<file path="src/rtl/prx_pkg.sv">
package prx_pkg;
   localparam logic [1:0] A_CTRL = 2'd0;
   localparam logic [1:0] A_STAT = 2'd1;
   localparam logic [1:0] A_CNT  = 2'd2;
   localparam logic [1:0] A_DATA = 2'd3;
   localparam int B_OVR  = 16;
   localparam int B_CERR = 17;
   localparam int B_UND  = 18;
   localparam int B_SRST = 31;

   typedef enum logic [2:0] {S_IDLE, S_START, S_DATA, S_PAR, S_STOP} rx_st_e;

   typedef struct packed {
      logic [7:0]  gap;
      logic [4:0]  rsv;
      logic        en;
      logic        odd;
      logic        par;
      logic [15:0] div;
   } ctrl_t;
endpackage

</file>
<file path="src/rtl/prx_fifo.sv">
module prx_fifo #(
   parameter int W     = 8,
   parameter int DEPTH = 16,
   localparam int AW   = $clog2(DEPTH)
) (
   input  logic         clk,
   input  logic         rst_n,
   input  logic         clr,
   input  logic         push,
   input  logic [W-1:0] din,
   input  logic         pop,
   output logic [W-1:0] dout,
   output logic         full,
   output logic         empty,
   output logic [AW:0]  level
);
   generate
      if (DEPTH < 2 || (1 << AW) != DEPTH) begin : g_bad_depth
         $error("prx_fifo: DEPTH must be a power of two of at least 2");
      end
   endgenerate

   logic [W-1:0]  mem [DEPTH];
   logic [AW-1:0] wptr, rptr;
   logic          do_push, do_pop;

   assign full    = (level == (AW+1)'(DEPTH));
   assign empty   = (level == '0);
   assign do_push = push && !full;
   assign do_pop  = pop && !empty;
   assign dout    = mem[rptr];

   always_ff @(posedge clk) begin
      if (do_push) mem[wptr] <= din;
   end

   always_ff @(posedge clk or negedge rst_n) begin
      if (!rst_n) begin
         wptr <= '0; rptr <= '0; level <= '0;
      end else if (clr) begin
         wptr <= '0; rptr <= '0; level <= '0;
      end else begin
         if (do_push) wptr <= wptr + 1'b1;
         if (do_pop)  rptr <= rptr + 1'b1;
         case ({do_push, do_pop})
            2'b10:   level <= level + 1'b1;
            2'b01:   level <= level - 1'b1;
            default: level <= level;
         endcase
      end
   end

   p_full_hold_r7: assert property (@(posedge clk) disable iff (!rst_n)
      (full && push && !pop && !clr) |=> (level == $past(level)));
   p_empty_ptr_r8: assert property (@(posedge clk) disable iff (!rst_n)
      (empty && pop && !clr) |=> (rptr == $past(rptr)));
endmodule

</file>
<file path="src/rtl/prx_bitrx.sv">
module prx_bitrx import prx_pkg::*; (
   input  logic        clk,
   input  logic        rst_n,
   input  logic        clr,
   input  logic        rx_async,
   input  logic        rx_en,
   input  logic [15:0] div,
   input  logic        par_en,
   input  logic        par_odd,
   output logic        tick,
   output logic        busy,
   output logic        line_hi,
   output logic        byte_vld,
   output logic        byte_err,
   output logic [7:0]  byte_out
);
   logic [1:0]  sy;
   logic [15:0] dcnt, div_m1;
   rx_st_e      st;
   logic [3:0]  sub;
   logic [2:0]  bitn;
   logic        perr;

   assign line_hi = sy[1];
   assign busy    = (st != S_IDLE);
   assign div_m1  = (div == 16'd0) ? 16'd0 : div - 16'd1;
   assign tick    = (dcnt >= div_m1);

   always_ff @(posedge clk or negedge rst_n) begin
      if (!rst_n) begin
         sy <= 2'b11; dcnt <= '0;
      end else begin
         sy   <= {sy[0], rx_async};
         dcnt <= tick ? 16'd0 : dcnt + 16'd1;
      end
   end

   always_ff @(posedge clk or negedge rst_n) begin
      if (!rst_n) begin
         st <= S_IDLE; sub <= '0; bitn <= '0; perr <= 1'b0;
         byte_vld <= 1'b0; byte_err <= 1'b0; byte_out <= '0;
      end else if (clr || !rx_en) begin
         st <= S_IDLE; sub <= '0; byte_vld <= 1'b0;
      end else begin
         byte_vld <= 1'b0;
         if (tick) begin
            case (st)
               S_IDLE: if (!line_hi) begin st <= S_START; sub <= '0; end
               S_START: begin
                  if (sub == 4'd7) begin
                     sub  <= '0; bitn <= '0; perr <= 1'b0;
                     st   <= line_hi ? S_IDLE : S_DATA;
                  end else sub <= sub + 4'd1;
               end
               S_DATA: begin
                  if (sub == 4'd15) begin
                     sub      <= '0;
                     byte_out <= {line_hi, byte_out[7:1]};
                     if (bitn == 3'd7) st <= par_en ? S_PAR : S_STOP;
                     else bitn <= bitn + 3'd1;
                  end else sub <= sub + 4'd1;
               end
               S_PAR: begin
                  if (sub == 4'd15) begin
                     sub  <= '0;
                     perr <= ((^byte_out) ^ line_hi) != par_odd;
                     st   <= S_STOP;
                  end else sub <= sub + 4'd1;
               end
               S_STOP: begin
                  if (sub == 4'd15) begin
                     sub      <= '0;
                     byte_vld <= 1'b1;
                     byte_err <= perr | !line_hi;
                     st       <= S_IDLE;
                  end else sub <= sub + 4'd1;
               end
               default: st <= S_IDLE;
            endcase
         end
      end
   end

   p_mask_r9: assert property (@(posedge clk) disable iff (!rst_n)
      !rx_en |=> !byte_vld);
   p_vld_pulse_r2: assert property (@(posedge clk) disable iff (!rst_n)
      byte_vld |=> !byte_vld);
endmodule

</file>
<file path="src/rtl/pkt_uart_rx.sv">
module pkt_uart_rx import prx_pkg::*; #(
   parameter int DATA_DEPTH = 16,
   parameter int CNT_DEPTH  = 4,
   parameter int CNT_W      = 8
) (
   input  logic        clk,
   input  logic        rst_n,
   input  logic        rx_line,
   input  logic        bus_wr,
   input  logic        bus_rd,
   input  logic [1:0]  bus_addr,
   input  logic [31:0] bus_wdata,
   output logic [31:0] bus_rdata
);
   localparam int DAW = $clog2(DATA_DEPTH);
   localparam int CAW = $clog2(CNT_DEPTH);

   generate
      if (DAW + 1 > 8 || CAW + 1 > 8) begin : g_bad_lvl
         $error("pkt_uart_rx: queue depth too large for STATUS fields");
      end
      if (CNT_W < DAW + 1 || CNT_W > 32) begin : g_bad_cw
         $error("pkt_uart_rx: CNT_W out of range");
      end
   endgenerate

   ctrl_t        ctrl;
   logic         srst;
   logic         tick, busy, line_hi, bvld, berr;
   logic [7:0]   bbyte;
   logic         d_push, d_pop, d_full, d_empty;
   logic [7:0]   d_dout;
   logic [DAW:0] d_lvl;
   logic         c_pop, c_full, c_empty;
   logic [CNT_W-1:0] c_dout, frm_n;
   logic [CAW:0] c_lvl;
   logic [11:0]  gap_cnt, gap_ticks;
   logic         open_frm, close;
   logic         f_ovr, f_cerr, f_und;
   logic [31:0]  stat_w;

   assign srst      = bus_wr && (bus_addr == A_STAT) && bus_wdata[B_SRST];
   assign d_push    = bvld && !berr;
   assign d_pop     = bus_rd && (bus_addr == A_DATA);
   assign c_pop     = bus_rd && (bus_addr == A_CNT);
   assign open_frm  = (frm_n != '0);
   assign gap_ticks = {ctrl.gap, 4'b0000};
   assign close     = tick && open_frm && !busy && line_hi &&
                      (({1'b0, gap_cnt} + 13'd1) >= {1'b0, gap_ticks});

   prx_bitrx u_bit (
      .clk(clk), .rst_n(rst_n), .clr(srst), .rx_async(rx_line),
      .rx_en(ctrl.en), .div(ctrl.div), .par_en(ctrl.par), .par_odd(ctrl.odd),
      .tick(tick), .busy(busy), .line_hi(line_hi),
      .byte_vld(bvld), .byte_err(berr), .byte_out(bbyte));

   prx_fifo #(.W(8), .DEPTH(DATA_DEPTH)) u_dq (
      .clk(clk), .rst_n(rst_n), .clr(srst), .push(d_push), .din(bbyte),
      .pop(d_pop), .dout(d_dout), .full(d_full), .empty(d_empty), .level(d_lvl));

   prx_fifo #(.W(CNT_W), .DEPTH(CNT_DEPTH)) u_cq (
      .clk(clk), .rst_n(rst_n), .clr(srst), .push(close), .din(frm_n),
      .pop(c_pop), .dout(c_dout), .full(c_full), .empty(c_empty), .level(c_lvl));

   // frame assembly: byte tally and idle-gap timer
   always_ff @(posedge clk or negedge rst_n) begin
      if (!rst_n) begin
         gap_cnt <= '0; frm_n <= '0;
      end else if (srst) begin
         gap_cnt <= '0; frm_n <= '0;
      end else begin
         if (busy || !line_hi)      gap_cnt <= '0;
         else if (tick && open_frm) gap_cnt <= close ? 12'd0 : gap_cnt + 12'd1;
         if (close)                 frm_n <= '0;
         else if (d_push && !d_full) frm_n <= frm_n + 1'b1;
      end
   end

   always_ff @(posedge clk or negedge rst_n) begin
      if (!rst_n) begin
         ctrl <= '{gap: 8'd20, rsv: '0, en: 1'b0, odd: 1'b0, par: 1'b1, div: 16'd1};
         f_ovr <= 1'b0; f_cerr <= 1'b0; f_und <= 1'b0;
      end else begin
         if (bus_wr && bus_addr == A_CTRL) ctrl <= ctrl_t'(bus_wdata);
         if (srst) begin
            f_ovr <= 1'b0; f_cerr <= 1'b0; f_und <= 1'b0;
         end else begin
            if ((d_push && d_full) || (close && c_full)) f_ovr <= 1'b1;
            else if (bus_wr && bus_addr == A_STAT && bus_wdata[B_OVR]) f_ovr <= 1'b0;
            if (bvld && berr) f_cerr <= 1'b1;
            else if (bus_wr && bus_addr == A_STAT && bus_wdata[B_CERR]) f_cerr <= 1'b0;
            if ((c_pop && c_empty) || (d_pop && d_empty)) f_und <= 1'b1;
            else if (bus_wr && bus_addr == A_STAT && bus_wdata[B_UND]) f_und <= 1'b0;
         end
      end
   end

   always_comb begin
      stat_w         = '0;
      stat_w[7:0]    = 8'(c_lvl);
      stat_w[15:8]   = 8'(d_lvl);
      stat_w[B_OVR]  = f_ovr;
      stat_w[B_CERR] = f_cerr;
      stat_w[B_UND]  = f_und;
   end

   always_ff @(posedge clk or negedge rst_n) begin
      if (!rst_n) bus_rdata <= '0;
      else if (bus_rd) begin
         case (bus_addr)
            A_CTRL:  bus_rdata <= ctrl;
            A_STAT:  bus_rdata <= stat_w;
            A_CNT:   bus_rdata <= c_empty ? 32'd0 : 32'(c_dout);
            default: bus_rdata <= d_empty ? 32'd0 : 32'(d_dout);
         endcase
      end
   end

   p_frames_pop_r5: assert property (@(posedge clk) disable iff (!rst_n)
      (c_pop && !c_empty && !close && !srst) |=> (c_lvl == $past(c_lvl) - 1'b1));
   p_err_sticky_r6: assert property (@(posedge clk) disable iff (!rst_n)
      (f_cerr && !srst && !(bus_wr && bus_addr == A_STAT && bus_wdata[B_CERR])) |=> f_cerr);
   p_underrun_zero_r8: assert property (@(posedge clk) disable iff (!rst_n)
      (bus_rd && bus_addr == A_DATA && d_empty) |=> (bus_rdata == 32'd0));
   p_srst_clear_r10: assert property (@(posedge clk) disable iff (!rst_n)
      srst |=> (c_lvl == '0 && d_lvl == '0 && !f_ovr && !f_und));
endmodule

</file>
<file path="config.mk">
export PLATFORM = sky130hd
export DESIGN_NAME = pkt_uart_rx
export DESIGN_NICKNAME = d
export VERILOG_FILES = /design/src/rtl/prx_pkg.sv /design/src/rtl/prx_fifo.sv /design/src/rtl/prx_bitrx.sv /design/src/rtl/pkt_uart_rx.sv
export SDC_FILE = /design/constraint.sdc
export NUM_CORES = 1
export LEC_CHECK = 0
export BUFFER_PORTS_ARGS = -buffer_cell sky130_fd_sc_hd__buf_2
export CORE_MARGIN = 2
export CORE_UTILIZATION = 25
export CTS_BUF_LIST = sky130_fd_sc_hd__clkbuf_16
export DETAILED_ROUTE_END_ITERATION = 8
export GPL_TIMING_DRIVEN = 1
export MAX_ROUTING_LAYER = met4
export SYNTH_ARGS = -nofsm -noshare
export SYNTH_HDL_FRONTEND = slang
export SYNTH_SLANG_ARGS = --single-unit
export TNS_END_PERCENT = 10
</file>
<file path="constraint.sdc">
create_clock -name clk -period 4.6 [get_ports clk]
set_input_delay 0.69 -clock clk [delete_from_list [all_inputs] [get_ports clk]]
set_output_delay 0.69 -clock clk [all_outputs]
set_load 0.01 [all_outputs]
</file>
# Yosys cells after proc, flatten, opt, wreduce, memory -nomap -nowiden
# Memory sizes are Yosys's and may differ from the RTL's.
# Cells that the tools add are included.
[op_classes] muxes=65 eq_ne=27 add_sub_neg=15 bitwise=3 n_reduce_logical=64 order_cmp=2
[op_table] op="32-bit case mux with 3 select lines" count=1
[op_table] op="12-bit two-way mux" count=4
[op_table] op="8-bit two-way mux" count=5
[op_table] op="3-bit two-way mux" count=13
[op_table] op="4-bit two-way mux" count=9
[op_table] op="16-bit two-way mux" count=2
[op_table] op="3-bit nonzero test" count=8
[op_table] op="1-bit logical AND" count=22
[op_table] op="1-bit two-way mux" count=19
[op_table] op="16-bit by 1-bit adder with 16-bit output, second input constant" count=1
[op_table] op="16-bit >= comparator" count=1
[op_table] op="16-bit logical NOT" count=1
[op_table] op="16-bit by 1-bit subtractor with 16-bit output, second input constant" count=1
[op_table] op="3-bit by 1-bit != test with 1-bit output, second input constant" count=5
[op_table] op="3-bit case mux with 5 select lines" count=1
[op_table] op="2-bit nonzero test" count=7
[op_table] op="12-bit by 1-bit adder with 13-bit output, second input constant" count=1
[op_table] op="13-bit by 12-bit >= comparator with 1-bit output" count=1
[op_table] op="12-bit by 1-bit adder with 12-bit output, second input constant" count=1
[op_table] op="4-bit by 1-bit adder with 4-bit output, second input constant" count=3
[op_table] op="3-bit case mux with 2 select lines" count=2
[op_table] op="4-bit case mux with 3 select lines" count=1
[op_table] op="2-bit two-way mux" count=5
[op_table] op="5-bit case mux with 2 select lines" count=1
[op_table] op="37 further kinds" count=61
[totals] ramBits=160 ff_bits=146 output_inout_bits=32 n_memories=2 inputBits=39
[mem_list] name="u_dq.mem" depth=16 width=8 rd=1 rd_ports_with_merged_regs=0 wr=1 line_no="prx_fifo.sv:23" source="logic [W-1:0] mem [DEPTH];"
[mem_list] name="u_cq.mem" depth=4 width=8 rd=1 rd_ports_with_merged_regs=0 wr=1 line_no="prx_fifo.sv:23"

# Logic depth before layout (Yosys ltp)
[logic_depth] ltp_word=11 depth_mapped=19 ltp_nobuf=19

# Cells and area by module
# A second synthesis with hierarchy kept.
[unflattened] cells_unflattened=1086 hier_area_um2=14366.3
[by_module_without_submodules] module="prx_fifo (u_dq)" seq_area_each_um2=4169.0 instances=1 area_each_um2=5814.3 cells_per_inst=299
[by_module_without_submodules] module="pkt_uart_rx" seq_area_each_um2=2182.1 instances=1 area_each_um2=4169.0 cells_per_inst=395
[by_module_without_submodules] module="prx_bitrx" seq_area_each_um2=978.4 instances=1 area_each_um2=2691.3 cells_per_inst=289
[by_module_without_submodules] module="prx_fifo (u_cq)" seq_area_each_um2=1136.1 instances=1 area_each_um2=1691.6 cells_per_inst=103

# Least setup slack after synthesis
# Ideal clock, no wire load.
[synth_timing] path_kind="register -> register" startpoint="register ctrl[9] in the netlist's numbering" endpoint="register u_cq.level[2]" arrival_ps=4135 setup_slack_ps=337 path_stages_with_launch=19 period_less_slack_ps=4263 path_buffers=1 required_ps=4473 path_cell_list="dfrtp_1 -> or4_1 -> or3_1 -> nor2_1 -> nand4_1 -> clkbuf_1 -> nand2_1 -> ha_1 -> a21oi_1 -> o21ai_1 -> or2_2 -> o21a_1 -> a31oi_1 -> inv_2 -> fa_1 -> nor2_1 -> and4_1 -> o21ai_0 -> nor3b_1"
[synth_between] elab_chain_cells=11
[synth_lines] element="start: declaration" line_no="pkt_uart_rx.sv:27" source="ctrl_t ctrl;"
[synth_lines] element="start signal: assignment" line_no="pkt_uart_rx.sv:81" source="ctrl <= '{gap: 8'd20, rsv: '0, en: 1'b0, odd: 1'b0, par: 1'b1, div: 16'd1};"
[synth_lines] element="start signal: assignment" line_no="pkt_uart_rx.sv:84" source="if (bus_wr && bus_addr == A_CTRL) ctrl <= ctrl_t'(bus_wdata);"
[synth_lines] element="16-bit by 1-bit subtractor with 16-bit output or 16-bit logical NOT (tied branches)" line_no="prx_bitrx.sv:26" source="assign div_m1 = (div == 16'd0) ? 16'd0 : div - 16'd1;"
[synth_lines] element="16-bit two-way mux *" line_no="prx_bitrx.sv:26"
[synth_lines] element="16-bit >= comparator *" line_no="prx_bitrx.sv:27" source="assign tick = (dcnt >= div_m1);"
[synth_lines] element="1-bit logical AND * (4 in a row)" line_no="pkt_uart_rx.sv:48" source="assign close = tick && open_frm && !busy && line_hi &&"
[synth_lines] element="1-bit logical AND *" line_no="prx_fifo.sv:29" source="assign do_push = push && !full;"
[synth_lines] element="2-bit by 1-bit == test with 1-bit output or 2-bit == test (tied branches)" line_no="prx_fifo.sv:45" source="case ({do_push, do_pop})"
[synth_lines] element="3-bit case mux with 2 select lines" line_no="prx_fifo.sv:45"
[synth_lines] element="3-bit two-way mux" line_no="prx_fifo.sv:40" source="end else if (clr) begin"
[synth_lines] element="end signal: assignment" line_no="prx_fifo.sv:46" source="2'b10: level <= level + 1'b1;"
[synth_lines] element="end signal: assignment" line_no="prx_fifo.sv:47" source="2'b01: level <= level - 1'b1;"
[synth_lines] element="end signal: assignment" line_no="prx_fifo.sv:48" source="default: level <= level;"
[synth_lines] element="end: declaration" line_no="prx_fifo.sv:15" source="output logic [AW:0] level"
# Mark *: on every way between the ends. The rest lies on a longest branch, timed or not.
# A chain may end at the register's enable or synchronous reset.

# Final worst setup path
[layout_timing] startpoint="register ctrl[11] in the netlist's numbering" endpoint="register u_cq.level[2]"
# Same word-level chain as after synthesis.

==> qor.txt <==
CTS tree: built
First-pass GRT wire length: 52400 um
Fin Clk Skew: 0.0172 ns
Clock-pin slew on the worst setup and hold paths: 0.06 ns
Crit-path max FO: 9
Post-DP HPWL: 23200 um
Cell Area, Synth: 14100 um2
Area grow syn2layout: 16.3%
Synth top area cells: edfxtp_1 (34%), dfrtp_1 (25%), mux4_2 (6.4%)
Critical Path AT: 4.77 ns
Critical Path Slowest Stage Cell: or4_4
Largest net degree at the start of global routing: 88
Post-layout util: 0.293
Critical Path End Type: flip-flop
Setup Crit Path Kind: flip-flop to flip-flop
Pwr Density: 422 nW/um2
Most frequent cells in the layout: edfxtp_1 (160), dfrtp_1 (139), nor2_1 (94)
Status: finished clean
Max Buffers Root-to-Sink: 3
Die span in x: 242 um
Cell taking the most area after synthesis: edfxtp_1
Vias in the first global route: 9010
Register area share after synthesis: 0.598
Most common cell after layout, fill and taps aside: edfxtp_1
Startpoint types: flip-flop
#FFs+latches synth: 306
Worst r2r dst: u_cq.level[2]
PortBufs: 70
Worst r2r path cells: 19
Overall power: 6.95 mW
DP Worst Slack: 0.0411 ns
DRT Pass-1 Iters: 5
Worst r2r src: ctrl[11]
Antenna viol nets, final: 0
Crit share post-route: 0.937
Final net count: 1242
Crit-path cells: or4_4 > or3_1 > nor2_1 > nand4_1 > buf_4 > buf_4 > nand2_1 > ha_1 > a21oi_1 > o21ai_0 > or2_2 > o21a_1 > a31oi_4 > inv_2 > fa_1 > nor2_1 > and4_1 > o21ai_0 > nor3b_1
All-layer global routing usage: 0.116
Max Transition Viols Final: 0
Initial antenna violation count: 1
Multi-input gate area: 5420 um2
Slew margin rel.: 0.242
Worst-skew pair later-pin latency: 0.58 ns
Endpoints failing setup: 0
Syn Nets: 1161
Die area: 58500 um2
Synth Flop Type: edfxtp_1
Global route overflow: 0
Number of top-level pins: 71
Critical Path RT: 5.06 ns
Max Fclk: 0.232 GHz
Hold Vio Cnt, Final: 0
WL final: 33300 um
VDD IR-drop max: 0.000308 V
WP buf/inv: 3
Hold-fix buffers, CTS: 0
Reg area: 8470 um2
Total clock sinks: 306
Asr flop ratio synth: 0.477
DR vias: 8706
Top cell family by delay on the critical path: simple AND/OR/NAND/NOR gates
Residual DRC: 0
Iteration-0 DRC count of the detailed router: 576
Setup Total Neg Slack: 0 ns
R2r setup slk: 0.29 ns
Dpl cells: 1877
Leak Pwr: 6.09 nW
Post-Synthesis Cells: 1074
Routed WL per cell: 17.2 um
Least-Margin Pin Slew: 1.14 ns
RD Place Congestion: 0.840
Netlist cell types: 67
CTS Buf Count: 31
Site Rows: 87
Vias per std cell: 4.49
Core area: 56200 um2
Max-Cap Viols: 0
Syn Area/Cell: 13.2 um2
Hold crit path type: input port to async pin
Area share of the largest cell type after synthesis: 0.340
Max incr delay on CP: 0.54 ns
FILL cells: 5723
Fraction of layout cells with a size suffix above 1: 0.206
Final worst slack: 0.288 ns
Starting Density: 0.252
Layout Cells excl Fill: 1937
Synth warn: 0
Die height: 242 um
Min Tclk post-route: 4.31 ns
CTS H-Tree Depth: 1
CTS Root Cell: clkbuf_16
EDFF count, synth: 160
how the worst max path moves through the flow:
| stage | start | endpoint | cells after the start |
|---|---|---|---|
| global route | ctrl[10] | u_cq.level[2] | 19 |
| CTS | ctrl[11] | u_cq.level[2] | 18 |
| global placement | ctrl[11] | u_cq.level[2] | 18 |
| floorplan | ctrl[9] | u_cq.level[2] | 18 |
| finish | ctrl[11] | u_cq.level[2] | 19 |
| detailed placement | ctrl[11] | u_cq.level[2] | 18 |
what timing repair did:
action | in CTS | in global routing
endpoints found under the setup margin | 0 | 9
setup buffers | 0 | 1
gates resized for setup | 0 | 4
where the power goes:
part,internal (mW),switching [mW],total (mW)
clock network,1.36,1.10,2.46
logic,0.532,0.522,1.05
registers,3.05,0.380,3.43
total,4.95,2.00,6.95
synth_stat cells, drive strengths merged, types with 4 or more instances:
library cell	instances
nand4	15
buf	14
a21oi	32
nor3b	7
a22o	17
a221oi	6
and3	19
edfxtp	160
ha	46
xor2	30
inv	29
nand2	90
nor2	96
mux2	41
o21ai	43
nand3	28
clkbuf	30
nor3	9
dfstp	6
and2	29
nand2b	8
or2	4
xnor2	34
nor4	8
o2bb2ai	9
mux2i	26
mux4	40
a21o	9
dfrtp	140
or3	6
layer usage:
layer / share of wire / global-route usage / wire (um) / up-vias
li1: - / - / - / 4106
met1: 0.45 / 0.149 / 15100 / 4426
met2: 0.48 / 0.189 / 16000 / 131
met3: 0.039 / 0.0189 / 1290 / 43
met4: 0.025 / 0.0369 / 826 / 0
met5: 0 / - / 0 / -
state kept, by name (all words and copies together) (netlist names), 4 cells and up:
register	cells
frm_n	8
u_dq.mem	128
u_cq.mem	32
gap_cnt	12
u_dq.wptr	4
u_bit.dcnt	16
bus_rdata	32
ctrl	32
u_dq.level	5
u_bit.byte_out	8
u_bit.sub	4
u_dq.rptr	4
cell type report:
type	instances	area share
flip-flops and latches	306	0.515
multi-input cells	695	0.329
well taps	756	0.0575
clock buffers	33	0.0502
repair buffers	92	0.0317
clock inverters	25	0.00996
inverters	29	0.00662
diodes	1	0.000152
stage by stage:
step / area (um2) / hold slack, ns
floorplan: 14100 / 0.345
finish: 16500 / 0.132
global placement: 15400 / 0.347
CTS: 16400 / 0.187
detailed placement: 15400 / 0.347
global route: 16500 / 0.191
logic make-up after synthesis:
kind of cell             share of synthesized area
AND/OR/NAND/NOR                              0.117
flip-flops                                   0.598
multiplexers                                 0.115
buffers and inverters                       0.0208
XOR/XNOR                                    0.0396
AO/OA/AOI/OAI                               0.0655
adder cells (fa/ha/maj)                     0.0435
No activity file was read; power rests on OpenSTA's default activity.
